--- src/rtl/lirq_pkg.sv ---
package lirq_pkg;

  localparam int unsigned WORD_W = 32;

  localparam logic [7:0] OFF_MASK = 8'h00;
  localparam logic [7:0] OFF_STAT = 8'h04;
  localparam logic [7:0] OFF_RT0  = 8'h08;

  // Flat bit offset of the steering code for source s, given code width cw
  // and total source count ns (highest source occupies the top field of the
  // first steering word).
  function automatic int unsigned code_base(input int unsigned s,
                                            input int unsigned ns,
                                            input int unsigned cw);
    int unsigned k;
    int unsigned fpr;
    fpr = WORD_W / cw;
    k   = ns - 1 - s;
    return (k / fpr) * WORD_W + (fpr - 1 - (k % fpr)) * cw;
  endfunction

endpackage

--- src/rtl/lirq_regs.sv ---
module lirq_regs
  import lirq_pkg::*;
#(
  parameter int unsigned NSRC = 32,
  parameter int unsigned CW   = 4,
  parameter int unsigned AW   = 8,
  localparam int unsigned NRT = (NSRC * CW + WORD_W - 1) / WORD_W
) (
  input  logic                  clk,
  input  logic                  rst_n,
  input  logic                  bus_sel,
  input  logic                  bus_wr,
  input  logic [AW-1:0]         bus_addr,
  input  logic [WORD_W-1:0]     bus_wdata,
  input  logic [NSRC-1:0]       src_level,
  output logic [WORD_W-1:0]     bus_rdata,
  output logic [NSRC-1:0]       mask_q,
  output logic [NRT*WORD_W-1:0] route_flat
);

  logic                 wr_en;
  logic                 rd_en;
  logic                 hit_mask;
  logic                 hit_stat;
  logic [NRT-1:0]       hit_rt;
  logic [NSRC-1:0]      mask_d;
  logic [WORD_W-1:0]    route_q [NRT];
  logic [WORD_W-1:0]    route_d [NRT];
  logic [WORD_W-1:0]    rd_d;
  logic [WORD_W-1:0]    rdata_q;

  assign wr_en    = bus_sel & bus_wr;
  assign rd_en    = bus_sel & ~bus_wr;
  assign hit_mask = (bus_addr == AW'(OFF_MASK));
  assign hit_stat = (bus_addr == AW'(OFF_STAT));

  // Mask register
  always_comb begin
    mask_d = mask_q;
    if (wr_en && hit_mask) mask_d = bus_wdata[NSRC-1:0];
  end

  always_ff @(posedge clk or negedge rst_n) begin
    if (!rst_n) mask_q <= '0;
    else        mask_q <= mask_d;
  end

  // Steering registers
  for (genvar r = 0; r < NRT; r++) begin : g_rt
    assign hit_rt[r] = (bus_addr == AW'(OFF_RT0 + 8'(4 * r)));

    always_comb begin
      route_d[r] = route_q[r];
      if (wr_en && hit_rt[r]) route_d[r] = bus_wdata;
    end

    always_ff @(posedge clk or negedge rst_n) begin
      if (!rst_n) route_q[r] <= '0;
      else        route_q[r] <= route_d[r];
    end

    assign route_flat[r*WORD_W +: WORD_W] = route_q[r];
  end

  // Read path
  always_comb begin
    rd_d = '0;
    if (hit_mask) rd_d[NSRC-1:0] = mask_q;
    if (hit_stat) rd_d[NSRC-1:0] = src_level;
    for (int r = 0; r < NRT; r++) begin
      if (hit_rt[r]) rd_d = route_q[r];
    end
  end

  always_ff @(posedge clk or negedge rst_n) begin
    if (!rst_n)     rdata_q <= '0;
    else if (rd_en) rdata_q <= rd_d;
  end

  assign bus_rdata = rdata_q;

  // mask changes only through a write to its offset
  p_mask_hold_r2: assert property (@(posedge clk) disable iff (!rst_n)
    !(bus_sel && bus_wr && bus_addr == AW'(OFF_MASK)) |=> $stable(mask_q));

  // status read returns the level seen at the sampling edge
  p_stat_read_r3: assert property (@(posedge clk) disable iff (!rst_n)
    (bus_sel && !bus_wr && bus_addr == AW'(OFF_STAT))
      |=> bus_rdata[NSRC-1:0] == $past(src_level));

  // unmapped reads return zero
  p_unmapped_zero_r9: assert property (@(posedge clk) disable iff (!rst_n)
    (bus_sel && !bus_wr && !hit_mask && !hit_stat && hit_rt == '0)
      |=> bus_rdata == '0);

  // read data holds when no read is sampled
  p_rdata_hold_r10: assert property (@(posedge clk) disable iff (!rst_n)
    !(bus_sel && !bus_wr) |=> $stable(bus_rdata));

endmodule

--- src/rtl/lirq_steer.sv ---
module lirq_steer
  import lirq_pkg::*;
#(
  parameter int unsigned NSRC = 32,
  parameter int unsigned CW   = 4,
  parameter int unsigned NCPU = 6,
  localparam int unsigned NRT = (NSRC * CW + WORD_W - 1) / WORD_W
) (
  input  logic [NSRC-1:0]       pending,
  input  logic [NRT*WORD_W-1:0] route_flat,
  output logic [NCPU-1:0]       cpu_irq
);

  logic [CW-1:0] code [NSRC];

  for (genvar s = 0; s < NSRC; s++) begin : g_code
    localparam int unsigned BASE = code_base(s, NSRC, CW);
    assign code[s] = route_flat[BASE +: CW];
  end

  // Codes 0 and above NCPU never match a line index.
  always_comb begin
    cpu_irq = '0;
    for (int k = 0; k < NCPU; k++) begin
      for (int s = 0; s < NSRC; s++) begin
        if (pending[s] && code[s] == CW'(k + 1)) cpu_irq[k] = 1'b1;
      end
    end
  end

endmodule

--- src/rtl/lirq_ffs.sv ---
module lirq_ffs #(
  parameter int unsigned NSRC = 32,
  localparam int unsigned IW  = $clog2(NSRC)
) (
  input  logic            clk,
  input  logic            rst_n,
  input  logic [NSRC-1:0] pend,
  output logic [IW-1:0]   idx,
  output logic            vld
);

  always_comb begin
    idx = '0;
    vld = 1'b0;
    for (int i = NSRC - 1; i >= 0; i--) begin
      if (pend[i]) begin
        idx = IW'(i);
        vld = 1'b1;
      end
    end
  end

  // the reported source is really pending
  p_ffs_hit_r8: assert property (@(posedge clk) disable iff (!rst_n)
    vld |-> pend[idx]);

  // nothing below the reported source is pending
  p_ffs_lowest_r8: assert property (@(posedge clk) disable iff (!rst_n)
    vld |-> (pend & ((NSRC'(1) << idx) - NSRC'(1))) == '0);

  // no valid flag while nothing is pending
  p_ffs_empty_r8: assert property (@(posedge clk) disable iff (!rst_n)
    (pend == '0) |-> !vld);

endmodule

--- src/rtl/lirq_router.sv ---
module lirq_router
  import lirq_pkg::*;
#(
  parameter int unsigned NSRC = 32,
  parameter int unsigned CW   = 4,
  parameter int unsigned NCPU = 6,
  parameter int unsigned AW   = 8,
  localparam int unsigned NRT = (NSRC * CW + WORD_W - 1) / WORD_W,
  localparam int unsigned IW  = $clog2(NSRC)
) (
  input  logic              clk,
  input  logic              rst_n,
  input  logic              bus_sel,
  input  logic              bus_wr,
  input  logic [AW-1:0]     bus_addr,
  input  logic [WORD_W-1:0] bus_wdata,
  output logic [WORD_W-1:0] bus_rdata,
  input  logic [NSRC-1:0]   src_level,
  output logic [NSRC-1:0]   irq_pending,
  output logic [NCPU-1:0]   cpu_irq,
  output logic [IW-1:0]     first_idx,
  output logic              first_vld
);

  logic [NSRC-1:0]       mask_q;
  logic [NRT*WORD_W-1:0] route_flat;

  lirq_regs #(.NSRC(NSRC), .CW(CW), .AW(AW)) u_regs (
    .clk        (clk),
    .rst_n      (rst_n),
    .bus_sel    (bus_sel),
    .bus_wr     (bus_wr),
    .bus_addr   (bus_addr),
    .bus_wdata  (bus_wdata),
    .src_level  (src_level),
    .bus_rdata  (bus_rdata),
    .mask_q     (mask_q),
    .route_flat (route_flat)
  );

  assign irq_pending = mask_q & src_level;

  lirq_steer #(.NSRC(NSRC), .CW(CW), .NCPU(NCPU)) u_steer (
    .pending    (irq_pending),
    .route_flat (route_flat),
    .cpu_irq    (cpu_irq)
  );

  lirq_ffs #(.NSRC(NSRC)) u_ffs (
    .clk   (clk),
    .rst_n (rst_n),
    .pend  (irq_pending),
    .idx   (first_idx),
    .vld   (first_vld)
  );

  // no request line without a pending source
  p_quiet_r6: assert property (@(posedge clk) disable iff (!rst_n)
    (irq_pending == '0) |-> (cpu_irq == '0));

  // a source whose level is low is never pending
  p_level_gate_r5: assert property (@(posedge clk) disable iff (!rst_n)
    (irq_pending & ~src_level) == '0);

endmodule

--- config.mk ---
export PLATFORM = sky130hd
export DESIGN_NAME = lirq_router
export DESIGN_NICKNAME = d
export VERILOG_FILES = /design/src/rtl/lirq_pkg.sv /design/src/rtl/lirq_regs.sv /design/src/rtl/lirq_steer.sv /design/src/rtl/lirq_ffs.sv /design/src/rtl/lirq_router.sv
export SDC_FILE = /design/constraint.sdc
export NUM_CORES = 1
export LEC_CHECK = 0
export BUFFER_PORTS_ARGS = -buffer_cell sky130_fd_sc_hd__buf_2
export CAP_MARGIN = 15
export CORE_MARGIN = 2
export CORE_UTILIZATION = 60
export DETAILED_ROUTE_END_ITERATION = 16
export PLACE_DENSITY = 0.83
export SLEW_MARGIN = 10
export SYNTH_ARGS = -nofsm -noshare
export SYNTH_HDL_FRONTEND = slang
export SYNTH_SLANG_ARGS = --single-unit
--- constraint.sdc ---
create_clock -name clk -period 3.9 [get_ports clk]
set_input_delay 0.975 -clock clk [delete_from_list [all_inputs] [get_ports clk]]
set_output_delay 0.975 -clock clk [all_outputs]
set_load 0.01 [all_outputs]
After elaboration in Yosys (flattened, before gate mapping)
Index checks and enable logic that the tools add are counted.

Add/subtract/negate cells: 0. Multiply operators: 0. Div/mod/pow operators: 0. $lt $le $gt $ge: 0. Eq/ne operators: 197. Shift operators: 0. Multiplexer cells: 262. Bitwise logic cells: 4. Reductions and logical operators: 198.

Operators with widths (number): equality test 4 x 3 -> 1 bit (second input constant) (96); equality test 4 x 2 -> 1 bit (second input constant) (64); two-way mux 1 bit (224); logical AND 1 bit (197); two-way mux 32 bit (6); two-way mux 5 bit (32); equality test 4 x 1 -> 1 bit (second input constant) (32); bitwise AND 32 bit (1); equality test 8 x 4 -> 1 bit (second input constant) (2); equality test 8 x 5 -> 1 bit (second input constant) (2); equality test 8 x 3 -> 1 bit (second input constant) (1); zero test 8 bit (1); bitwise AND 1 bit (2); inverter 1 bit (1).

Flip-flop bits (word level): 192. Bits in latches: 0. Bits in writable memories: 0. ROM bits: 0. Input port bits: 76. Output and inout bits: 76. Logic and storage cells: 667. Memories kept: 0.

Logic depth before layout (Yosys ltp)
Depth in word-level cells: 34. Gate-level depth with buffers: 8. Gate-level depth less buffers: 6.

Cells and area by module
From an unflattened synthesis, not the netlist that was laid out.

Cells, all modules: 1243. Area, all modules: 11805.1 µm².

Modules (own cells, without submodules): lirq_regs (times used 1, cells an instance 827, area each 9041.2 µm², seq. area each 4804.6 µm²); lirq_steer (times used 1, cells an instance 319, area each 2193.4 µm², seq. area each 0.0 µm²); lirq_ffs (times used 1, cells an instance 65, area each 370.4 µm², seq. area each 0.0 µm²); lirq_router (times used 1, cells an instance 32, area each 200.2 µm², seq. area each 0.0 µm²).

Worst setup path before layout
OpenSTA, ideal clock, no wires.

Path kind: input to output. Start point: in src_level[0]. End point: out cpu_irq[1]. Data arrival time: 2412 ps. Data required time: 2925 ps. Slack: 513 ps. Stages: 5. Buffers on the path: 0. Cells stage by stage: and4bb_2 -> nand3b_1 -> nand4_1 -> or4_1 -> or4b_1.

Word-level cells in the longest chain between the ends: 34.

Ends and longest elaborated chain: from (decl) (RTL line lirq_router.sv:18) `input logic [NSRC-1:0] src_level,`; bitwise AND 32 bit (RTL line lirq_router.sv:41) `assign irq_pending = mask_q & src_level;`; logical AND 1 bit (RTL line lirq_steer.sv:26) `if (pending[s] && code[s] == CW'(k + 1)) cpu_irq[k] = 1'b1;`; two-way mux 1 bit (32 in a row) (RTL line lirq_steer.sv:26); to (decl) (RTL line lirq_router.sv:20) `output logic [NCPU-1:0] cpu_irq,`.

Every way passes these cells.

Worst setup path in the final report
Start point: in src_level[11]. End point: out cpu_irq[1].

Word-level cells in the longest chain between the ends: 23.

Ends and longest elaborated chain (RTL line): bitwise AND 32 bit (lirq_router.sv:41); logical AND 1 bit (lirq_steer.sv:26); two-way mux 1 bit (21 in a row) (lirq_steer.sv:26).

Every way passes these cells.

==> impl_metrics.toml <==
[synth]
synth-edff-count = 0
synth.distinct_cells = 59
netlist_instances = 1032
async_reset_ff_share_pct = 100
syn_avg_cell_area_sq_um = 10.7
yosys_warnings = 0
yosysMostFrequentCell = "dfrtp_1"
netlist_area_sq_mm = 0.0111
yosys-top-cells-area = "dfrtp_1 43%, mux2_2 15%, mux2i_1 2.9%, a221oi_1 2.5%, nand4b_1 2.5%"
synth-seq-area-share_pct = 43.4
synth_top_cell_area_share_pct = 43.4
yosys.area.top_type = "dfrtp_1"
synth_nets = 1108
ys_ff_latch = 192
synthTopCellsByCount = "192 x dfrtp_1, 150 x mux2_2, 46 x o21ai_0"
synthFlopType = "dfrtp_1"

[floorplanning]
coreArea_sq_mm = 0.0180
io_pins = 152
dieArea_sq_mm = 0.0196
die_h_um = 140
die_w_um = 140
start_util_pct = 61.5
rows = 49

[global_route]
grt_pass1_wl_mm = 66.3
grt_usage_pct = 45.8
antenna_found_initial = 0
grt_max_degree = 96
grt_pass1_vias = 10321
overflow = 0

[cells_and_area]
drive_gt1_share_pct = 32.7
final_cells = 1451
area_growth_pct = 17.0
fin_nets = 1285
diodes = 0

[outcome]
status = "completed"

[route]
dr.pass1.iters = 5
drt_drc_violations_left = 0
highest_layer = "met4"
via_count = 10924
avgViaCountPerCell = 7.53
ant_nets = 0
wl_met3_mm = 5.66
met1_length_mm = 16.8
wl_met2_mm = 20.0
drt_iter0_drc = 1525
drt-total-wl_mm = 45.1
routedWlPerCell_um = 31.1

[timing]
slew_headroom_pct = 35.4
period_share_pct = 99.0
setup_tns_ns = 0
rsz0062_at_grt = "no"
finClkSkew_ns = 0.00999
worst_slack_ns = 0.0383
drv_slew = 0
hold_violations = 0
max_freq_mhz = 259
setup_violations = 0
fin_crit_ns = 3.86
tightest_slew_ns = 0.967

[clock_tree]
htreeDepth = 4
cts_buffers = 17
cts_sinks = 192
worst_skew_pair.late_latency_ns = 0.44
clk_pin_slew_worst_paths_ns = 0.08
cts_root_buf = "clkbuf_16"
ctsHoldBuffers = 0
cts_buffer_depth = 2
cts_tree = "done"

[worst_setup_path]
cp_slowest_cell = "or4b_1"
crit_path_end_kind = "output port"
critical-path-max-stage-delay_ns = 0.59
crit_path_cell_trace = "buf_2 > nand4b_1 > or3_1 > nand4_1 > or4_1 > or4b_1 > buf_2"
crit_arrival_ns = 2.89
critPathMostFrequentCell = "buf_2"
worstPathRequired_ns = 2.92
crit_path_start_kind = "input pin"
cp_max_fo = 3
crit_type = "input pin to output port"
path_buf_inv = 2
cpLargestDelayFamily = "simple AND/OR/NAND/NOR gates"

[placement]
placed_cells = 1419
io_buffers = 151
dp_hpwl_mm = 34.0
gp_congestion = 1.05
preCtsSetupSlack_ns = 0.0493

[flow_run]
cap_violations = 0

[pwr]
vdd_drop_max_v = 0.000553
p_leak_nw = 6.23
pwr_density_cell_mw_per_mm2 = 328

[worst_hold_path]
hp-class = "register to register"
## logic make-up (layout without fill, tap and decap cells)
| family | Yosys count | in the layout | synth area share (%) |
|---|---|---|---|
| AO/OA/AOI/OAI | 207 | 207 | 13.6 |
| flip-flops | 192 | 192 | 43.4 |
| multiplexers | 187 | 187 | 18.6 |
| AND/OR/NAND/NOR | 363 | 363 | 21.2 |
| buffers and inverters | 83 | 273 | 3.14 |
## power by group
group	switching (mW)	total [mW]	internal (mW)	leakage, nW
sequential	0.0907	2.13	2.04	2.64
combinational	0.233	0.383	0.150	3.30
clock	0.867	1.75	0.881	0.283
total	1.19	4.26	3.07	6.23
## final cells by class
type / instances / area [sq um]
inverters: 34 / 128
clock inverters: 12 / 115
repair buffers: 207 / 1210
fillers: 1346 / 5060
clock buffers: 20 / 457
well taps: 229 / 287
multi-input cells: 757 / 5960
flip-flops and latches: 192 / 4800
## placed cells by master (no fill, tap or decap), types with 5 or more instances in the layout
master / n
and3_1: 9
mux2i_1: 32
nand3b_1: 31
or3_1: 9
a22oi_1: 36
o21ai_0: 46
and3b_1: 6
buf_2: 150
nand2b_1: 18
clkinv_4: 5
inv_1: 34
clkbuf_16: 17
nor4_1: 24
buf_4: 54
nand3_1: 29
mux2_2: 150
a221oi_1: 32
nand4b_1: 32
nor3b_1: 31
nor2_1: 15
a31oi_1: 15
nor2b_1: 8
mux2_1: 5
nand4_1: 25
dfrtp_1: 192
and2_1: 6
nor3_1: 28
or4_1: 7
a21oi_1: 7
o31ai_1: 6
nor4bb_1: 17
o2bb2ai_1: 32
o32ai_1: 7
nand2_1: 45
## metrics by stage
step / hold WS, ns / utilization, % / area, sq um / total power [mW]
2_1_floorplan: 0.496 / - / 11100 / 2.28
3_3_place_gp: 0.494 / 68.7 / 12400 / 2.52
3_5_place_dp: 0.504 / 68.7 / 12400 / 2.53
4_1_cts: 0.521 / 71.9 / 13000 / 4.23
5_1_grt: 0.553 / 71.9 / 13000 / 4.34
6_report: 0.513 / 71.9 / 13000 / 4.26
## path summary, 6_finish.rpt
kind / from / end / slack [ns] / cells past startpoint
max reg2reg: u_regs.mask_q[5] / u_regs.bus_rdata[5] / 2.37 / 4
min: u_regs.bus_rdata[3] / u_regs.bus_rdata[3] / 0.51 / 2
max in group asynchronous: rst_n / u_regs.bus_rdata[16] / 2.42 / 2
max: src_level[11] / cpu_irq[1] / 0.04 / 7
min reg2reg: u_regs.bus_rdata[3] / u_regs.bus_rdata[3] / 0.51 / 2
min in group asynchronous: rst_n / u_regs.route_flat[126] / 0.60 / 1
## worst reg2reg max path: cells and delay by family, from the launching register on
| family | cells | cell delay (ns) |
|---|---|---|
| flip-flops | 1 | 0.49 |
| AO/OA/AOI/OAI | 3 | 0.68 |
| multiplexers | 1 | 0.24 |
## per-layer routing
layer	vias up	global-route usage, %
li1	4419	-
met1	5391	61.7
met2	917	72.0
met3	197	10.7
met4	0	18.8
met5	-	0
## flip-flops by register name, indices dropped and copies added, names as in the netlist
name	cells
u_regs.route_flat	128
u_regs.bus_rdata	32
u_regs.mask_q	32
## what timing repair did
| action | in CTS | in global routing |
|---|---|---|
| setup endpoints to repair | 0 | 1 |
| buffers inserted | 0 | 0 |
| resized for setup | 0 | 1 |
Power figures use the tool's default switching activity.
